$ cat src/rtl/i2s_rx_pkg.sv
package i2s_rx_pkg;

    typedef enum logic [2:0] {
        ST_INIT,
        ST_L_DELAY,
        ST_L_BITS,
        ST_L_PAD,
        ST_R_DELAY,
        ST_R_BITS,
        ST_R_PAD
    } slot_state_t;

    localparam int NUM_CHANNELS = 2;

endpackage

$ cat src/rtl/i2s_sck_gen.sv
module i2s_sck_gen #(
    parameter int HALF_DIV = 8
) (
    input  logic clk,
    input  logic rst_n,
    output logic sck,
    output logic rise_tick,
    output logic fall_tick
);
    localparam int CW = (HALF_DIV > 1) ? $clog2(HALF_DIV) : 1;
    localparam logic [CW-1:0] LAST = CW'(HALF_DIV - 1);

    logic [CW-1:0] div_cnt;
    logic          at_last;

    assign at_last   = (div_cnt == LAST);
    assign rise_tick = at_last && !sck;
    assign fall_tick = at_last && sck;

    always_ff @(posedge clk or negedge rst_n) begin
        if (!rst_n) begin
            div_cnt <= '0;
            sck     <= 1'b0;
        end else if (at_last) begin
            div_cnt <= '0;
            sck     <= ~sck;
        end else begin
            div_cnt <= div_cnt + 1'b1;
        end
    end
endmodule

$ cat src/rtl/i2s_slot_fsm.sv
module i2s_slot_fsm
    import i2s_rx_pkg::*;
#(
    parameter int SLOT_BITS = 32,
    parameter int WORD_BITS = 24
) (
    input  logic clk,
    input  logic rst_n,
    input  logic rise_tick,
    input  logic fall_tick,
    output logic ws,
    output logic shift_en,
    output logic pub_left,
    output logic pub_right
);
    localparam int IW = $clog2(SLOT_BITS);
    localparam logic [IW-1:0] WORD_END = IW'(WORD_BITS);
    localparam logic [IW-1:0] SLOT_END = IW'(SLOT_BITS - 1);

    slot_state_t   state_q, state_d;
    logic [IW-1:0] bit_idx;

    // next state, taken at the next falling bit-clock edge
    always_comb begin
        state_d = state_q;
        unique case (state_q)
            ST_INIT:    state_d = ST_L_DELAY;
            ST_L_DELAY: state_d = ST_L_BITS;
            ST_L_BITS:  if (bit_idx == WORD_END) state_d = ST_L_PAD;
            ST_L_PAD:   if (bit_idx == SLOT_END) state_d = ST_R_DELAY;
            ST_R_DELAY: state_d = ST_R_BITS;
            ST_R_BITS:  if (bit_idx == WORD_END) state_d = ST_R_PAD;
            ST_R_PAD:   if (bit_idx == SLOT_END) state_d = ST_L_DELAY;
            default:    state_d = ST_INIT;
        endcase
    end

    // state register
    always_ff @(posedge clk or negedge rst_n) begin
        if (!rst_n)
            state_q <= ST_INIT;
        else if (fall_tick)
            state_q <= state_d;
    end

    // registered outputs: word select and slot position
    always_ff @(posedge clk or negedge rst_n) begin
        if (!rst_n) begin
            ws      <= 1'b1;
            bit_idx <= '0;
        end else if (fall_tick) begin
            ws <= (state_d == ST_R_DELAY) || (state_d == ST_R_BITS) ||
                  (state_d == ST_R_PAD);
            if ((state_d == ST_L_DELAY) || (state_d == ST_R_DELAY))
                bit_idx <= '0;
            else
                bit_idx <= bit_idx + 1'b1;
        end
    end

    assign shift_en  = rise_tick &&
                       ((state_q == ST_L_BITS) || (state_q == ST_R_BITS));
    assign pub_left  = fall_tick && (state_q == ST_L_PAD) &&
                       (state_d == ST_R_DELAY);
    assign pub_right = fall_tick && (state_q == ST_R_PAD) &&
                       (state_d == ST_L_DELAY);
endmodule

$ cat src/rtl/i2s_word_capture.sv
module i2s_word_capture
    import i2s_rx_pkg::*;
#(
    parameter int WORD_BITS   = 24,
    parameter int SKIP_FRAMES = 2
) (
    input  logic                        clk,
    input  logic                        rst_n,
    input  logic                        sd,
    input  logic                        shift_en,
    input  logic                        pub_left,
    input  logic                        pub_right,
    output logic signed [WORD_BITS-1:0] left_data,
    output logic                        left_valid,
    output logic signed [WORD_BITS-1:0] right_data,
    output logic                        right_valid
);
    localparam int SKW = $clog2(SKIP_FRAMES + 2);
    localparam logic [SKW-1:0] SKIP_LIM = SKW'(SKIP_FRAMES);

    logic [WORD_BITS-1:0]    shreg;
    logic [SKW-1:0]          skip_cnt;
    logic                    live;
    logic [NUM_CHANNELS-1:0] pub;

    assign live = (skip_cnt == SKIP_LIM);
    assign pub  = {pub_right, pub_left};

    // one shifter serves both slots: they never overlap in time
    always_ff @(posedge clk or negedge rst_n) begin
        if (!rst_n)
            shreg <= '0;
        else if (shift_en)
            shreg <= {shreg[WORD_BITS-2:0], sd};
    end

    // frames end with the right word; count them until the mute ends
    always_ff @(posedge clk or negedge rst_n) begin
        if (!rst_n)
            skip_cnt <= '0;
        else if (pub_right && !live)
            skip_cnt <= skip_cnt + 1'b1;
    end

    for (genvar ch = 0; ch < NUM_CHANNELS; ch++) begin : g_ch
        logic [WORD_BITS-1:0] word_r;
        logic                 vld_r;
        always_ff @(posedge clk or negedge rst_n) begin
            if (!rst_n) begin
                word_r <= '0;
                vld_r  <= 1'b0;
            end else begin
                vld_r <= pub[ch] && live;
                if (pub[ch] && live)
                    word_r <= shreg;
            end
        end
    end

    assign left_data   = g_ch[0].word_r;
    assign left_valid  = g_ch[0].vld_r;
    assign right_data  = g_ch[1].word_r;
    assign right_valid = g_ch[1].vld_r;
endmodule

$ cat src/rtl/i2s_stereo_rx.sv
module i2s_stereo_rx #(
    parameter int HALF_DIV    = 8,
    parameter int SLOT_BITS   = 32,
    parameter int WORD_BITS   = 24,
    parameter int SKIP_FRAMES = 2
) (
    input  logic                        clk,
    input  logic                        rst_n,
    input  logic                        sd_i,
    output logic                        sck_o,
    output logic                        ws_o,
    output logic signed [WORD_BITS-1:0] left_data,
    output logic                        left_valid,
    output logic signed [WORD_BITS-1:0] right_data,
    output logic                        right_valid
);
    logic rise_tick, fall_tick;
    logic shift_en, pub_left, pub_right;

    i2s_sck_gen #(
        .HALF_DIV(HALF_DIV)
    ) u_sck (
        .clk      (clk),
        .rst_n    (rst_n),
        .sck      (sck_o),
        .rise_tick(rise_tick),
        .fall_tick(fall_tick)
    );

    i2s_slot_fsm #(
        .SLOT_BITS(SLOT_BITS),
        .WORD_BITS(WORD_BITS)
    ) u_fsm (
        .clk      (clk),
        .rst_n    (rst_n),
        .rise_tick(rise_tick),
        .fall_tick(fall_tick),
        .ws       (ws_o),
        .shift_en (shift_en),
        .pub_left (pub_left),
        .pub_right(pub_right)
    );

    i2s_word_capture #(
        .WORD_BITS  (WORD_BITS),
        .SKIP_FRAMES(SKIP_FRAMES)
    ) u_cap (
        .clk        (clk),
        .rst_n      (rst_n),
        .sd         (sd_i),
        .shift_en   (shift_en),
        .pub_left   (pub_left),
        .pub_right  (pub_right),
        .left_data  (left_data),
        .left_valid (left_valid),
        .right_data (right_data),
        .right_valid(right_valid)
    );
endmodule

$ cat config.mk
export PLATFORM = sky130hd
export DESIGN_NAME = i2s_stereo_rx
export DESIGN_NICKNAME = d
export VERILOG_FILES = /design/src/rtl/i2s_rx_pkg.sv /design/src/rtl/i2s_sck_gen.sv /design/src/rtl/i2s_slot_fsm.sv /design/src/rtl/i2s_word_capture.sv /design/src/rtl/i2s_stereo_rx.sv
export SDC_FILE = /design/constraint.sdc
export NUM_CORES = 1
export LEC_CHECK = 0
export ABC_AREA = 1
export BUFFER_PORTS_ARGS = -buffer_cell sky130_fd_sc_hd__buf_2
export CORE_MARGIN = 4
export CORE_UTILIZATION = 26
export DETAILED_ROUTE_END_ITERATION = 10
export PLACE_DENSITY = 0.42
export SYNTH_ARGS = -nofsm -noshare
export SYNTH_HDL_FRONTEND = slang
export SYNTH_SLANG_ARGS = --single-unit
$ cat constraint.sdc
create_clock -name clk -period 3.1 [get_ports clk]
set_input_delay 0.31 -clock clk [delete_from_list [all_inputs] [get_ports clk]]
set_output_delay 0.31 -clock clk [all_outputs]
set_load 0.005 [all_outputs]
Yosys cells after proc, flatten, opt, wreduce, memory -nomap -nowiden
Index checks and enable logic that the tools add are counted.
{"block": "op_classes", "addsub": 3, "n_bitwise": 1, "mux": 7, "n_reduce_logical": 17, "eq_ne": 14}
{"cell": "3-bit equality test, second input constant", "count": 7}
{"cell": "3-bit case mux with 7 select lines", "count": 1}
{"cell": "3-bit 2-to-1 mux", "count": 5}
{"cell": "5-bit equality test, second input constant", "count": 2}
{"cell": "1-bit logical AND", "count": 10}
{"cell": "3-bit by 1-bit equality test with 1-bit output, second input constant", "count": 2}
{"cell": "3-bit by 2-bit equality test with 1-bit output, second input constant", "count": 2}
{"cell": "5-bit by 1-bit adder with 5-bit output, second input constant", "count": 1}
{"cell": "5-bit 2-to-1 mux", "count": 1}
{"cell": "1-bit logical OR", "count": 4}
{"cell": "3-bit by 1-bit adder with 3-bit output, second input constant", "count": 1}
{"cell": "3-bit zero test", "count": 1}
{"cell": "2-bit by 1-bit adder with 2-bit output, second input constant", "count": 1}
{"cell": "2-bit equality test, second input constant", "count": 1}
{"cell": "1-bit zero test", "count": 2}
{"cell": "1-bit inverter", "count": 1}
{"block": "word_totals", "reg_bits": 89, "elab_cells": 53, "out_inout_bits": 52}

Logic depth before layout (Yosys ltp)
Gate-level depths: netlist (run 1).
{"block": "logic_depth", "ltp_word": 6, "ltp_mapped": 13, "mapped_depth_nobuf": 12}

By module
A second synthesis (run 1) with hierarchy kept.
{"block": "unflattened", "cells_unflattened": 411, "hier_area_um2": 3732.3}
{"module": "i2s_word_capture", "seq_area_each_um2": 1901.8, "cells_per_inst": 317, "n_inst": 1, "area_per_inst_um2": 2965.3}
{"module": "i2s_slot_fsm", "seq_area_each_um2": 226.5, "cells_per_inst": 79, "n_inst": 1, "area_per_inst_um2": 608.1}
{"module": "i2s_sck_gen", "seq_area_each_um2": 100.1, "cells_per_inst": 15, "n_inst": 1, "area_per_inst_um2": 158.9}

Least setup slack after synthesis (run 1)
No wires, ideal clock.
{"block": "synth_timing", "kind": "flip-flop to flip-flop", "startpoint": "reg u_fsm.bit_idx[0]", "endpoint": "reg u_cap.g_ch[0].word_r[18] (netlist: u_cap.left_data[18])", "path_stages_with_launch": 14, "synth_period_minus_slack_ns": 1.862, "n_path_buf": 2, "path_slack_ns": 1.238, "arrival_ns": 1.742, "path_cell_list": "dfrtp_1 -> ha_1 -> nand2_1 -> nor2_1 -> ha_1 -> inv_1 -> nand2_1 -> nand2_1 -> nor3_2 -> nand3_2 -> buf_6 -> buf_6 -> nand2_1 -> o21ai_1"}
{"block": "synth_via", "elab_chain_len": 6, "elab_cells_between_ends": 10, "cone_classes": "3 x eq/ne; 5 x mux; 2 x reduce/logical"}
{"item": "from (decl)", "line": "i2s_slot_fsm.sv:21", "text": "logic [IW-1:0] bit_idx;"}
{"item": "from (signal assigned)", "line": "i2s_slot_fsm.sv:57", "text": "bit_idx <= bit_idx + 1'b1;"}
{"item": "5-bit equality test (on tied branches)"}
{"item": "3-bit 2-to-1 mux (on tied branches)"}
{"item": "3-bit case mux with 7 select lines *", "line": "i2s_slot_fsm.sv:26", "text": "unique case (state_q)"}
{"item": "3-bit equality test *", "line": "i2s_slot_fsm.sv:64", "text": "(state_d == ST_R_DELAY);"}
{"item": "1-bit logical AND *", "line": "i2s_slot_fsm.sv:63", "text": "assign pub_left = fall_tick && (state_q == ST_L_PAD) &&"}
{"item": "1-bit logical AND *", "line": "i2s_word_capture.sv:54", "text": "if (pub[ch] && live)"}
{"item": "to (signal assigned)", "line": "i2s_word_capture.sv:55", "text": "word_r <= shreg;"}
{"item": "to (decl)", "line": "i2s_word_capture.sv:46", "text": "logic [WORD_BITS-1:0] word_r;"}
Every way passes the cells marked *; elsewhere a longest branch is shown, timed or not.
A chain may end at the register's enable or synchronous reset.

Final worst setup path (run 1)
{"block": "layout_timing", "startpoint": "reg u_fsm.bit_idx[0]", "endpoint": "reg u_cap.g_ch[1].word_r[22] (netlist: u_cap.right_data[22])"}
{"block": "layout_via", "elab_chain_len": 6, "elab_cells_between_ends": 10, "cone_classes": "3 x eq/ne; 5 x mux; 2 x reduce/logical"}
{"item": "5-bit equality test (on tied branches)"}
{"item": "3-bit 2-to-1 mux (on tied branches)"}
{"item": "3-bit case mux with 7 select lines *", "line": "i2s_slot_fsm.sv:26"}
{"item": "3-bit by 1-bit equality test with 1-bit output *", "line": "i2s_slot_fsm.sv:66", "text": "(state_d == ST_L_DELAY);"}
{"item": "1-bit logical AND *", "line": "i2s_slot_fsm.sv:65", "text": "assign pub_right = fall_tick && (state_q == ST_R_PAD) &&"}
{"item": "1-bit logical AND *", "line": "i2s_word_capture.sv:54"}
{"item": "to (signal assigned)", "line": "i2s_word_capture.sv:55"}
{"item": "to (decl)", "line": "i2s_word_capture.sv:46"}
Marked as above.

==> results of run 1 <==
cell usage in the layout, fill, tap and decap left out:
master,n
o21ai_0,65
ha_1,6
nand3_2,1
nand4_1,2
buf_4,6
o21ai_1,10
dfrtp_1,88
nand2_1,99
a21oi_1,7
nor2_1,8
clkbuf_1,5
nor3_2,1
nor3_1,1
inv_1,39
nand3_1,5
clkinv_2,1
dfstp_2,1
xor2_1,4
buf_2,53
nor2_2,1
dlygate4sd3_1,1
o21ai_2,5
clkbuf_16,9
nand2_2,2
clkbuf_8,1
nand3b_1,1
power groups by stage:
stage | sequential (uW) | clock, uW | combinational [uW]
after global routing | 1160 | 1080 | 36.1
after detailed placement | 1180 | 0 | 31.3
after CTS | 1160 | 1030 | 32.0
final | 1160 | 978 | 29.4
after global placement | 1180 | 0 | 30.8
after floorplan | 1180 | 0 | 2.06
worst max path at each step:
stage,slack (ns),endpoint,depth (start not counted)
after global placement,0.75,u_cap.right_data[22],10
after global routing,0.35,u_cap.right_data[8],10
after CTS,0.65,u_cap.right_data[8],10
after detailed placement,0.67,u_cap.right_data[8],10
final,0.70,u_cap.right_data[22],10
after floorplan,1.24,u_cap.left_data[18],13
repair_timing:
item | CTS | global route
setup buffers | 0 | 0
hold endpoints to repair | 40 | 0
hold buffers | 1 | 0
flip-flops by register name, summed over array words and instances (netlist names):
| name | cells |
|---|---|
| u_cap.right_data | 24 |
| u_cap.left_data | 24 |
| u_sck.sck | 1 |
| u_fsm.ws | 1 |
| u_cap.skip_cnt | 2 |
| u_cap.right_valid | 1 |
| u_sck.div_cnt | 3 |
| u_cap.shreg | 24 |
| u_fsm.state_q | 3 |
| u_fsm.bit_idx | 5 |
| u_cap.left_valid | 1 |
through the flow:
| step | hold slack (ns) | cells | setup slack [ns] | instance area [um^2] | total power [uW] |
|---|---|---|---|---|---|
| floorplan | 0.0144 | 362 | 1.24 | 3510 | 1190 |
| global placement | 0.349 | 581 | 0.745 | 3960 | 1220 |
| detailed placement | 0.354 | 581 | 0.666 | 3960 | 1220 |
| CTS | 0.239 | 598 | 0.655 | 4230 | 2220 |
| global route | 0.297 | 598 | 0.354 | 4230 | 2280 |
| finish | 0.246 | 598 | 0.699 | 4230 | 2170 |
area by class of cell:
cell class              count  area, um^2  area share, %
clock inverters             1        5.00          0.118
multi-input cells         218        1050           24.9
well taps                 176         220           5.20
inverters                  39         146           3.46
flip-flops and latches     89        2230           52.6
clock buffers              15         258           6.09
repair buffers             60         320           7.57
critical path: stages, from the launching register on:
cell and delay [ns]:
dfrtp_1 0.39, ha_1 0.18, nand2_1 0.06, nor2_1 0.09
ha_1 0.20, inv_1 0.09, nor3_1 0.25, nand2_1 0.45
buf_4 0.40, nand2_1 0.08, o21ai_0 0.07
layer usage:
layer / track usage [%] / up-vias
li1: - / 1266
met2: 15.7 / 55
met3: 4.51 / 11
met1: 13.1 / 1130
met4: 3.68 / 0
met5: 0 / -
kinds of logic (layout without fill, tap and decap cells):
| group | after synthesis | count (layout) | share of synthesized area (%) |
|---|---|---|---|
| AND/OR/NAND/NOR | 121 | 121 | 14.0 |
| AO/OA/AOI/OAI | 87 | 87 | 12.9 |
| adder cells (fa/ha/maj) | 6 | 6 | 2.14 |
| XOR/XNOR | 4 | 4 | 0.997 |
| buffers and inverters | 55 | 115 | 6.55 |
| flip-flops | 89 | 89 | 63.4 |
==> key figures, run 1 <==
STA
  • Peak Freq: between 0.4 and 0.5 GHz
  • Slew @ Worst Pin: around 0.66 ns
  • Share of the clock period used by the worst path: 77.5%
  • Relative slew slack: 56.0%
  • Clk_skew: 0.00408 ns
  • Setup violators final: 0
  • RSZ-0062 raised after global routing: no
  • Max-slew violations: 0
  • Final min period: roughly 2.4 ns
  • Final Hold Viols: 0
  • Setup TNS: 0 ns

Floorplanning
  • Total die area: 15400 um^2
  • Die Y: 124 um
  • Row count: 42
  • Core area: 13200 um^2
  • Initial core utilization: a little over a quarter
  • Io pins: 55
  • Die width: between 100 and 150 um

Synth
  • Unique masters post-synth: 23
  • Ys Warns: 0
  • Post-synthesis cell count: 362
  • Most common cell in the netlist: nand2_1
  • Synth top cells by count: nand2_1, dfrtp_1, o21ai_0
  • Top cells by area, synth: dfrtp_1, nand2_1, o21ai_0
  • Sequential share of the synthesized area: 63.4%
  • Syn Std Cell Area: 3510 um^2
  • Top-area cell type share of the netlist area: 62.7%
  • Synth area leader: dfrtp_1
  • Mean Syn Cell Area: 9.71 um^2
  • Async set-reset flop share out of synthesis: 100%
  • EDFF count, synth: 0
  • Syn Nets: 371
  • FF+latch count, synth: 89
  • Main flop type after synthesis: dfrtp_1

Setup path
  • Reg2Reg Launch Point: u_fsm.bit_idx[0]
  • Crit path DAT: ~2.6 ns
  • Worst reg2reg path depth: 10
  • CP Launch Type: flip-flop
  • Critical path class: flip-flop to flip-flop
  • Crit end category: flip-flop
  • Critical Path Source: u_fsm.bit_idx[0]
  • CP Max Fanout: 27
  • Req. time, crit path: 3.31 ns
  • R2R Path End: u_cap.right_data[22]
  • Reg2Reg Setup Slack: 0.70 ns

Drt
  • WL met1: 3530 um
  • WL final: 7360 um
  • Top layer used by detailed routing: met4
  • DRT iter0 DRCs: 215
  • Routed wire per std cell: 12.3 um
  • Drt drc: 0
  • DR vias/cell: 4.12
  • Vias: between 2000 and 2500
  • First drt pass iteration count: 4
  • WL met2: 3240 um
  • Met3 Routed Length: 449 um
  • DRT antenna net count: 0

Power and ir drop
  • Logic pwr share: under 10%
  • Power Dens Cells: 513 nW/um^2
  • P_leak: around 0.0021 uW
  • Sw Pwr: roughly 440 uW
  • Switch share: 20.2%
  • Max VDD drop: 0.249 mV
  • Clock power share: 45.0%
  • Int Pwr: around 1700 uW
  • Sequential share of power: between 50% and 60%

Clock network
  • Clk_lat worst skew: 0.34 ns
  • Clock sink count: 89
  • H-tree levels: 3
  • Clk slew on worst S/H paths: ~0.060 ns
  • CTS Buf Count: 9
  • Clk buf depth: 2
  • Root Driver: clkbuf_16
  • Post-CTS Resized: 0
  • CTS tree: built

Hold path
  • Worst Hold Path Cells: 3
  • Worst Hold Endpoint: u_cap.shreg[0]
  • Hold WC Path Type: input pin to flip-flop
  • Min-delay src: sd_i

Place
  • Number of buffers added on ports: 54
  • RD Place Congestion: 0.790
  • HPWL Detailed: about 4900 um

Run status
  • Outcome: complete, no violations

Final layout
  • Net count, final: 426
  • Diodes inserted: 0
  • Fill count: roughly 1400
  • Layout cells sized above 1: 19.2%
  • Synth-to-layout area growth: 20.5%
  • Fin util: a little under a third

Global routing
  • Vias in the first global route: around 2500
  • Initial antenna violation count: 0
  • First-pass GRT wire length: between 10000 and 15000 um
  • Pin count of the biggest net entering global routing: slightly below 50
  • Total GRT Usage: 10.3%
  • Gr ovfl total: 0

Job
  • MaxCap Viol Count: 0
Note: power is estimated with default switching activity, not from simulation.
==> run 2, diff against run 1 <==
ABC_AREA = 0   (was 1)
PLACE_DENSITY = 0.43   (was 0.42)
clock period = 2.1 ns   (was 3.1 ns; I/O delays follow)
==> run 2 against run 1 <==
Effect of this change: first-iteration DRC count decreased by 67%; sequential cell count unchanged; worst hold slack worse by 0.14 ns; global-route usage shrank 0.50 points; critical path depth down 2; register-to-register slack got worse by 0.58 ns; non-clock buffer count increased by 8.
==> key figures, run 2 <==
Synth
  • Unique masters post-synth: 41 (was 23)
  • Top-area cell type share of the netlist area: 59.7% (was 62.7%)
  • Async set-reset flop share out of synthesis: 100% (unchanged)
  • Mean Syn Cell Area: 15.2 um^2 (was 9.71 um^2)
  • Top cells by area, synth: dfrtp_1, mux2_2, mux2_4 (was dfrtp_1, nand2_1, o21ai_0)
  • FF+latch count, synth: 89 (unchanged)
  • Synth area leader: dfrtp_1 (unchanged)
  • Synth top cells by count: dfrtp_1, mux2_2, mux2_1 (was nand2_1, dfrtp_1, o21ai_0)
  • Ys Warns: 0 (unchanged)
  • Post-synthesis cell count: 242 (was 362)
  • Most common cell in the netlist: dfrtp_1 (was nand2_1)
  • Sequential share of the synthesized area: 60.4% (was 63.4%)
  • Syn Nets: 251 (was 371)
  • EDFF count, synth: 0 (unchanged)
  • Syn Std Cell Area: 3690 um^2 (was 3510 um^2)
  • Main flop type after synthesis: dfrtp_1 (unchanged)

Final layout
  • Diodes inserted: 0 (unchanged)
  • Commonest non-fill, non-tap cell in the layout: dfrtp_1 (was nand2_1)
  • Register Area: 2230 um^2 (unchanged)
  • Multi-input logic area: 1370 um^2 (was 1050 um^2)
  • Net count, final: 320 (was 426)
  • Layout cells sized above 1: 43.4% (was 19.2%)
  • Fin util: 33.0% (was 32.0%)
  • Synth-to-layout area growth: 24.2% (was 20.5%)
  • Commonest non-fill, non-tap cells in the layout: dfrtp_1, buf_2, mux2_2 (was nand2_1, dfrtp_1, o21ai_0)
  • Fill count: 1376 (was 1430)

Clock network
  • Post-CTS Setup Repair Bufs: 0 (unchanged)
  • Clk slew on worst S/H paths: 0.06 ns (about the same)
  • Root Driver: clkbuf_16 (unchanged)
  • Clock sink count: 89 (unchanged)
  • H-tree levels: 3 (unchanged)
  • Clk buf depth: 2 (unchanged)
  • Clk_lat worst skew: 0.34 ns (about the same)
  • CTS tree: built (unchanged)
  • CTS Buf Count: 9 (unchanged)

STA
  • Share of the clock period used by the worst path: 94.6% (was 77.5%)
  • Setup violators final: 0 (unchanged)
  • Peak Freq: 0.503 GHz (was 0.416 GHz)
  • Relative slew slack: 52.7% (was 56.0%)
  • Clk_skew: 0.00824 ns (was 0.00408 ns)
  • Final Hold Viols: 0 (unchanged)
  • Slew @ Worst Pin: 0.709 ns (was 0.659 ns)
  • Setup TNS: 0 ns (unchanged)
  • RSZ-0062 raised after global routing: no (unchanged)
  • Final min period: 1.99 ns (was 2.40 ns)
  • Max-slew violations: 0 (unchanged)

Drt
  • Drt drc: 0 (unchanged)
  • DR vias/cell: 4.34 (was 4.12)
  • Vias: 2154 (was 2462)
  • DRT antenna net count: 0 (unchanged)
  • First drt pass iteration count: 4 (unchanged)
  • DRT iter0 DRCs: 71 (was 215)
  • WL final: 7360 um (about the same)
  • Routed wire per std cell: 14.8 um (was 12.3 um)

Setup path
  • Critical path buffers and inverters: 1 (was 2)
  • Crit-path max cell delay: 0.41 ns (was 0.45 ns)
  • Reg2Reg Setup Slack: 0.11 ns (was 0.70 ns)
  • Worst reg2reg path depth: 8 (was 10)
  • CP Max Fanout: 7 (was 27)
  • Crit end category: flip-flop (unchanged)
  • Req. time, crit path: 2.36 ns (was 3.31 ns)
  • Critical path class: flip-flop to flip-flop (unchanged)
  • CP Launch Type: flip-flop (unchanged)
  • Crit path DAT: 2.25 ns (was 2.61 ns)
  • CP delay by family, top: simple AND/OR/NAND/NOR gates (unchanged)
  • Crit path max-delay cell type: dfrtp_1 (was nand2_1)
  • Setup crit end: u_fsm.bit_idx[0] (was u_cap.right_data[22])
  • R2R Path End: u_fsm.bit_idx[0] (was u_cap.right_data[22])
  • Critical path cell sequence: ha_1 > and3_1 > ha_1 > buf_4 > nand4b_1 > o211ai_1 > or3_1 > o21ai_1 (was ha_1 > nand2_1 > nor2_1 > ha_1 > inv_1 > nor3_1 > nand2_1 > buf_4 > nand2_1 > o21ai_0)
  • Reg2Reg Launch Point: u_fsm.bit_idx[0] (unchanged)
  • Most frequent CP cell: ha_1 (was nand2_1)
  • Critical Path Source: u_fsm.bit_idx[0] (unchanged)
  • Stages on worst setup path: 8 (was 10)

Floorplanning
  • Total die area: 16200 um^2 (was 15400 um^2)
  • Initial core utilization: 26.6% (was 26.5%)
  • Row count: 43 (was 42)
  • Die width: 127 um (was 124 um)
  • Die Y: 127 um (was 124 um)
  • Io pins: 55 (unchanged)
  • Core area: 13900 um^2 (was 13200 um^2)

Power and ir drop
  • Power Dens Cells: 741 nW/um^2 (was 513 nW/um^2)
  • P_leak: 0.00253 uW (was 0.00208 uW)
  • Max VDD drop: 0.366 mV (was 0.249 mV)

Place
  • HPWL Detailed: 5060 um (was 4950 um)
  • RD Place Congestion: 0.691 (was 0.790)
  • Number of buffers added on ports: 54 (unchanged)

Global routing
  • Gr ovfl total: 0 (unchanged)
  • First-pass GRT wire length: 12200 um (was 12800 um)
  • Pin count of the biggest net entering global routing: 56 (was 49)
  • Vias in the first global route: 2225 (was 2486)
  • Initial antenna violation count: 0 (unchanged)
  • Total GRT Usage: 9.84% (was 10.3%)

Hold path
  • Hold WC Path Type: input pin to flip-flop (unchanged)

Run status
  • Outcome: complete, no violations (unchanged)

Job
  • MaxCap Viol Count: 0 (unchanged)
-- run 2: cell types whose count changed after synthesis, sizes merged, moves of 3 or more --
| cell | change |
|---|---|
| clkbuf | -7 |
| xor2 | -3 |
| a21oi | -5 |
| mux2 | +72 |
| nand3 | -4 |
| or3 | +4 |
| nand2 | -89 |
| inv | -33 |
| nand4b | +3 |
| o21ai | -73 |
-- run 2: area by class of cell --
cell class | count | share of cell area, %
repair buffers | 68 | 9.39
clock inverters | 4 | 1.12
multi-input cells | 137 | 29.9
clock buffers | 12 | 5.60
inverters | 6 | 0.491
flip-flops and latches | 89 | 48.6
well taps | 180 | 4.91
-- run 2: how the worst min path moves through the flow --
stage / start / end / slack [ns] / cells past startpoint
final: sd_i / u_cap.shreg[0] / 0.10 / 2
after global routing: sd_i / u_cap.shreg[0] / 0.1 / 2
after CTS: sd_i / u_cap.shreg[0] / 0.09 / 2
after detailed placement: rst_n / u_cap.left_data[9] / 0.32 / 1
after global placement: rst_n / u_cap.left_data[9] / 0.31 / 1
after floorplan: rst_n / u_cap.left_data[0] / -0.09 / 0
-- run 2: report_power, final --
group | switching, uW | total, uW | internal, uW
registers | 1.08 | 1720 | 1720
clock network | 648 | 1630 | 987
logic | 34.7 | 44.4 | 9.73
-- run 2: metrics by stage --
step	total power [uW]	worst slack [ns]	instance area, um^2	hold WS, ns	instances
after CTS	3480	0.0728	4580	0.0906	496
after detailed placement	1800	0.0847	4260	0.320	479
final	3400	0.114	4580	0.104	496
after global placement	1790	0.108	4260	0.313	479
after floorplan	1750	0.0649	3690	-0.0856	242
after global routing	3560	0.0110	4580	0.0972	496
-- run 2: logic make-up after synthesis --
family / Yosys count / synth area share, %
compound gates: 18 / 3.15
buf+inv: 16 / 2.58
flops: 89 / 60.4
fa+ha+maj: 6 / 2.03
mux: 74 / 24.4
xor+xnor: 2 / 0.475
simple gates: 37 / 6.92
-- run 2: metal layers --
metal,wire [um],vias up,global-route usage (%)
li1,-,992,-
met1,3270,1112,12.3
met2,3520,37,14.8
met3,381,13,3.39
met4,183,0,5.68
met5,0,-,0
-- run 2: what timing repair did --
| action | CTS | global route |
|---|---|---|
| hold buffers | 1 | 0 |
| gates resized for setup | 0 | 1 |
| hold endpoints to repair | 51 | 0 |
| endpoints found under the setup margin | 0 | 25 |
==> run 3, diff against run 2 <==
ABC_AREA = 1   (was 0)
==> run 3 against run 2 <==
Effect of this change: sequential power about the same; first-iteration DRC count increased by 110%; cell count increased by 22%; worst hold slack improved by 0.062 ns; critical endpoint is now u_cap.left_data[8].
==> key figures, run 3 (same netlist as run 1, synthesis figures left out) <==
Place
  • RD Place Congestion: 0.737 (was 0.691)
  • Area post-placement: 4030 um^2 (was 4260 um^2)
  • HPWL Detailed: 4920 um (was 5060 um)
  • Number of buffers added on ports: 54 (unchanged)

Power and ir drop
  • P_leak: 0.00217 uW (was 0.00253 uW)
  • Max VDD drop: 0.323 mV (was 0.366 mV)
  • Power Dens Cells: 730 nW/um^2 (was 741 nW/um^2)
  • Switch share: 22.2% (was 20.1%)
  • Clock power share: 45.8% (was 48.1%)
  • Int Pwr: 2530 uW (was 2710 uW)
  • Logic pwr share: 1.4% (was 1.3%)
  • Sequential share of power: 52.7% (was 50.6%)
  • Sw Pwr: 723 uW (was 683 uW)

Global routing
  • Grt peak-use layer: met2 (unchanged)
  • Global-route track usage on met1: 14.0% (was 12.3%)
  • Vias in the first global route: 2599 (was 2225)
  • First-pass GRT wire length: 13100 um (was 12200 um)
  • Pin count of the biggest net entering global routing: 49 (was 56)
  • Gr ovfl total: 0 (unchanged)
  • Initial antenna violation count: 0 (unchanged)
  • Total GRT Usage: 10.3% (was 9.84%)
  • Met2 usage: 15.5% (was 14.8%)
  • Met3 Resource Use GR: 2.75% (was 3.39%)

Final layout
  • Fill count: 1418 (was 1376)
  • Commonest non-fill, non-tap cells in the layout: nand2_1, dfrtp_1, o21ai_0 (was dfrtp_1, buf_2, mux2_2)
  • Post-route cell area: 4460 um^2 (was 4580 um^2)
  • Layout cells sized above 1: 25.2% (was 43.4%)
  • Synth-to-layout area growth: 27.0% (was 24.2%)
  • Net count, final: 433 (was 320)
  • Fin util: 33.7% (was 33.0%)
  • Diodes inserted: 0 (unchanged)

Setup path
  • R2R Path End: u_cap.left_data[8] (was u_fsm.bit_idx[0])
  • Critical path cell sequence: ha_2 > nand2_2 > nor2_2 > ha_2 > inv_2 > nand4_1 > nand2_2 > nor3_4 > nand3_4 > clkbuf_16 > nand2_1 > o21ai_0 (was ha_1 > and3_1 > ha_1 > buf_4 > nand4b_1 > o211ai_1 > or3_1 > o21ai_1)
  • Req. time, crit path: 2.32 ns (was 2.36 ns)
  • Crit-path max cell delay: 0.39 ns (was 0.41 ns)
  • Crit path DAT: 2.24 ns (was 2.25 ns)
  • CP Launch Type: flip-flop (unchanged)
  • Crit path max-delay cell type: dfrtp_1 (unchanged)
  • Crit end category: flip-flop (unchanged)
  • Reg2Reg Setup Slack: 0.08 ns (was 0.11 ns)
  • Reg2Reg Launch Point: u_fsm.bit_idx[0] (unchanged)
  • CP Max Fanout: 13 (was 7)
  • Critical path class: flip-flop to flip-flop (unchanged)
  • Worst reg2reg path depth: 12 (was 8)
  • Critical Path Source: u_fsm.bit_idx[0] (unchanged)

Run status
  • Outcome: complete, no violations (unchanged)

Clock network
  • CTS Buf Count: 9 (unchanged)
  • Clock sink count: 89 (unchanged)
  • H-tree levels: 3 (unchanged)
  • Clk slew on worst S/H paths: 0.07 ns (was 0.06 ns)
  • CTS tree: built (unchanged)
  • Clk buf depth: 2 (unchanged)
  • Root Driver: clkbuf_16 (unchanged)
  • Clk_lat worst skew: 0.34 ns (about the same)

Floorplanning
  • Die Y: 124 um (was 127 um)
  • Row count: 42 (was 43)
  • Die width: 124 um (was 127 um)
  • Io pins: 55 (unchanged)
  • Core area: 13200 um^2 (was 13900 um^2)
  • Initial core utilization: 26.5% (was 26.6%)
  • Total die area: 15400 um^2 (was 16200 um^2)

STA
  • Clk_skew: 0.0109 ns (was 0.00824 ns)
  • Max-slew violations: 0 (unchanged)
  • Setup TNS: 0 ns (unchanged)
  • Peak Freq: 0.495 GHz (was 0.503 GHz)
  • Setup violators final: 0 (unchanged)
  • Slew @ Worst Pin: 0.597 ns (was 0.709 ns)
  • Relative slew slack: 60.2% (was 52.7%)
  • Final min period: 2.02 ns (was 1.99 ns)
  • RSZ-0062 raised after global routing: yes (was no)
  • Share of the clock period used by the worst path: 96.2% (was 94.6%)
  • Final Hold Viols: 0 (unchanged)

Drt
  • WL final: 7810 um (was 7360 um)
  • DR vias/cell: 4.20 (was 4.34)
  • First drt pass iteration count: 5 (was 4)
  • DRT antenna net count: 0 (unchanged)
  • Vias: 2542 (was 2154)
  • Routed wire per std cell: 12.9 um (was 14.8 um)
  • DRT iter0 DRCs: 146 (was 71)
  • Drt drc: 0 (unchanged)

Hold path
  • Hold WC Path Type: input pin to flip-flop (unchanged)
  • Worst Hold Endpoint: u_cap.shreg[0] (unchanged)
  • Min-delay src: sd_i (unchanged)
  • Worst Hold Path Cells: 3 (was 2)

Job
  • MaxCap Viol Count: 0 (unchanged)
==> run 3: timing repair <==
action | CTS | global route
hold buffers | 1 | 0
hold endpoints to repair | 41 | 0
resized for setup | 0 | 31
buffers inserted | 0 | 2
endpoints found under the setup margin | 0 | 50
==> run 3: through the flow <==
step / hold slack (ns) / power [uW] / std cells / worst slack, ns
floorplan: -0.0856 / 1750 / 362 / 0.238
global route: 0.185 / 3390 / 605 / -0.0480
finish: 0.166 / 3260 / 605 / 0.0807
global placement: 0.262 / 1800 / 583 / 0.131
detailed placement: 0.259 / 1800 / 583 / 0.0712
CTS: 0.157 / 3310 / 600 / 0.0468
==> run 3: worst max-delay path by stage <==
stage | to
floorplan | u_cap.left_data[18]
global placement | u_cap.left_data[4]
detailed placement | u_cap.left_data[4]
CTS | u_cap.left_data[7]
global route | u_cap.left_data[15]
finish | u_cap.left_data[8]
==> run 3: cell type report <==
type                    count  area (um^2)  share of cell area [%]
clock buffers              10          229                    5.13
inverters                  39          146                    3.28
clock inverters             6         42.5                   0.953
multi-input cells         218         1110                    24.8
repair buffers             67          488                    10.9
flip-flops and latches     89         2230                    49.9
well taps                 176          220                    4.94
==> run 3: critical path, delay by kind of cell, from the launching register on <==
kind | cells | cell delay [ns]
buf+inv | 2 | 0.30
flops | 1 | 0.39
compound gates | 1 | 0.07
simple gates | 7 | 0.73
fa+ha+maj | 2 | 0.41
==> run 3: per-layer routing <==
| metal | vias to the layer above | share of wire [%] | routed length (um) |
|---|---|---|---|
| met4 | 0 | 2.1 | 163 |
| met3 | 12 | 5.2 | 404 |
| met2 | 62 | 45 | 3500 |
| met1 | 1187 | 48 | 3750 |
| met5 | - | 0 | 0 |
| li1 | 1281 | - | - |
==> run 3: power groups by stage <==
| stage | sequential, uW | combinational [uW] | clock (uW) |
|---|---|---|---|
| 3_5_place_dp | 1750 | 48.8 | 0 |
| 5_1_grt | 1720 | 56.0 | 1620 |
| 2_1_floorplan | 1750 | 3.04 | 0 |
| 6_report | 1720 | 46.5 | 1490 |
| 4_1_cts | 1720 | 50.5 | 1550 |
| 3_3_place_gp | 1750 | 49.0 | 0 |
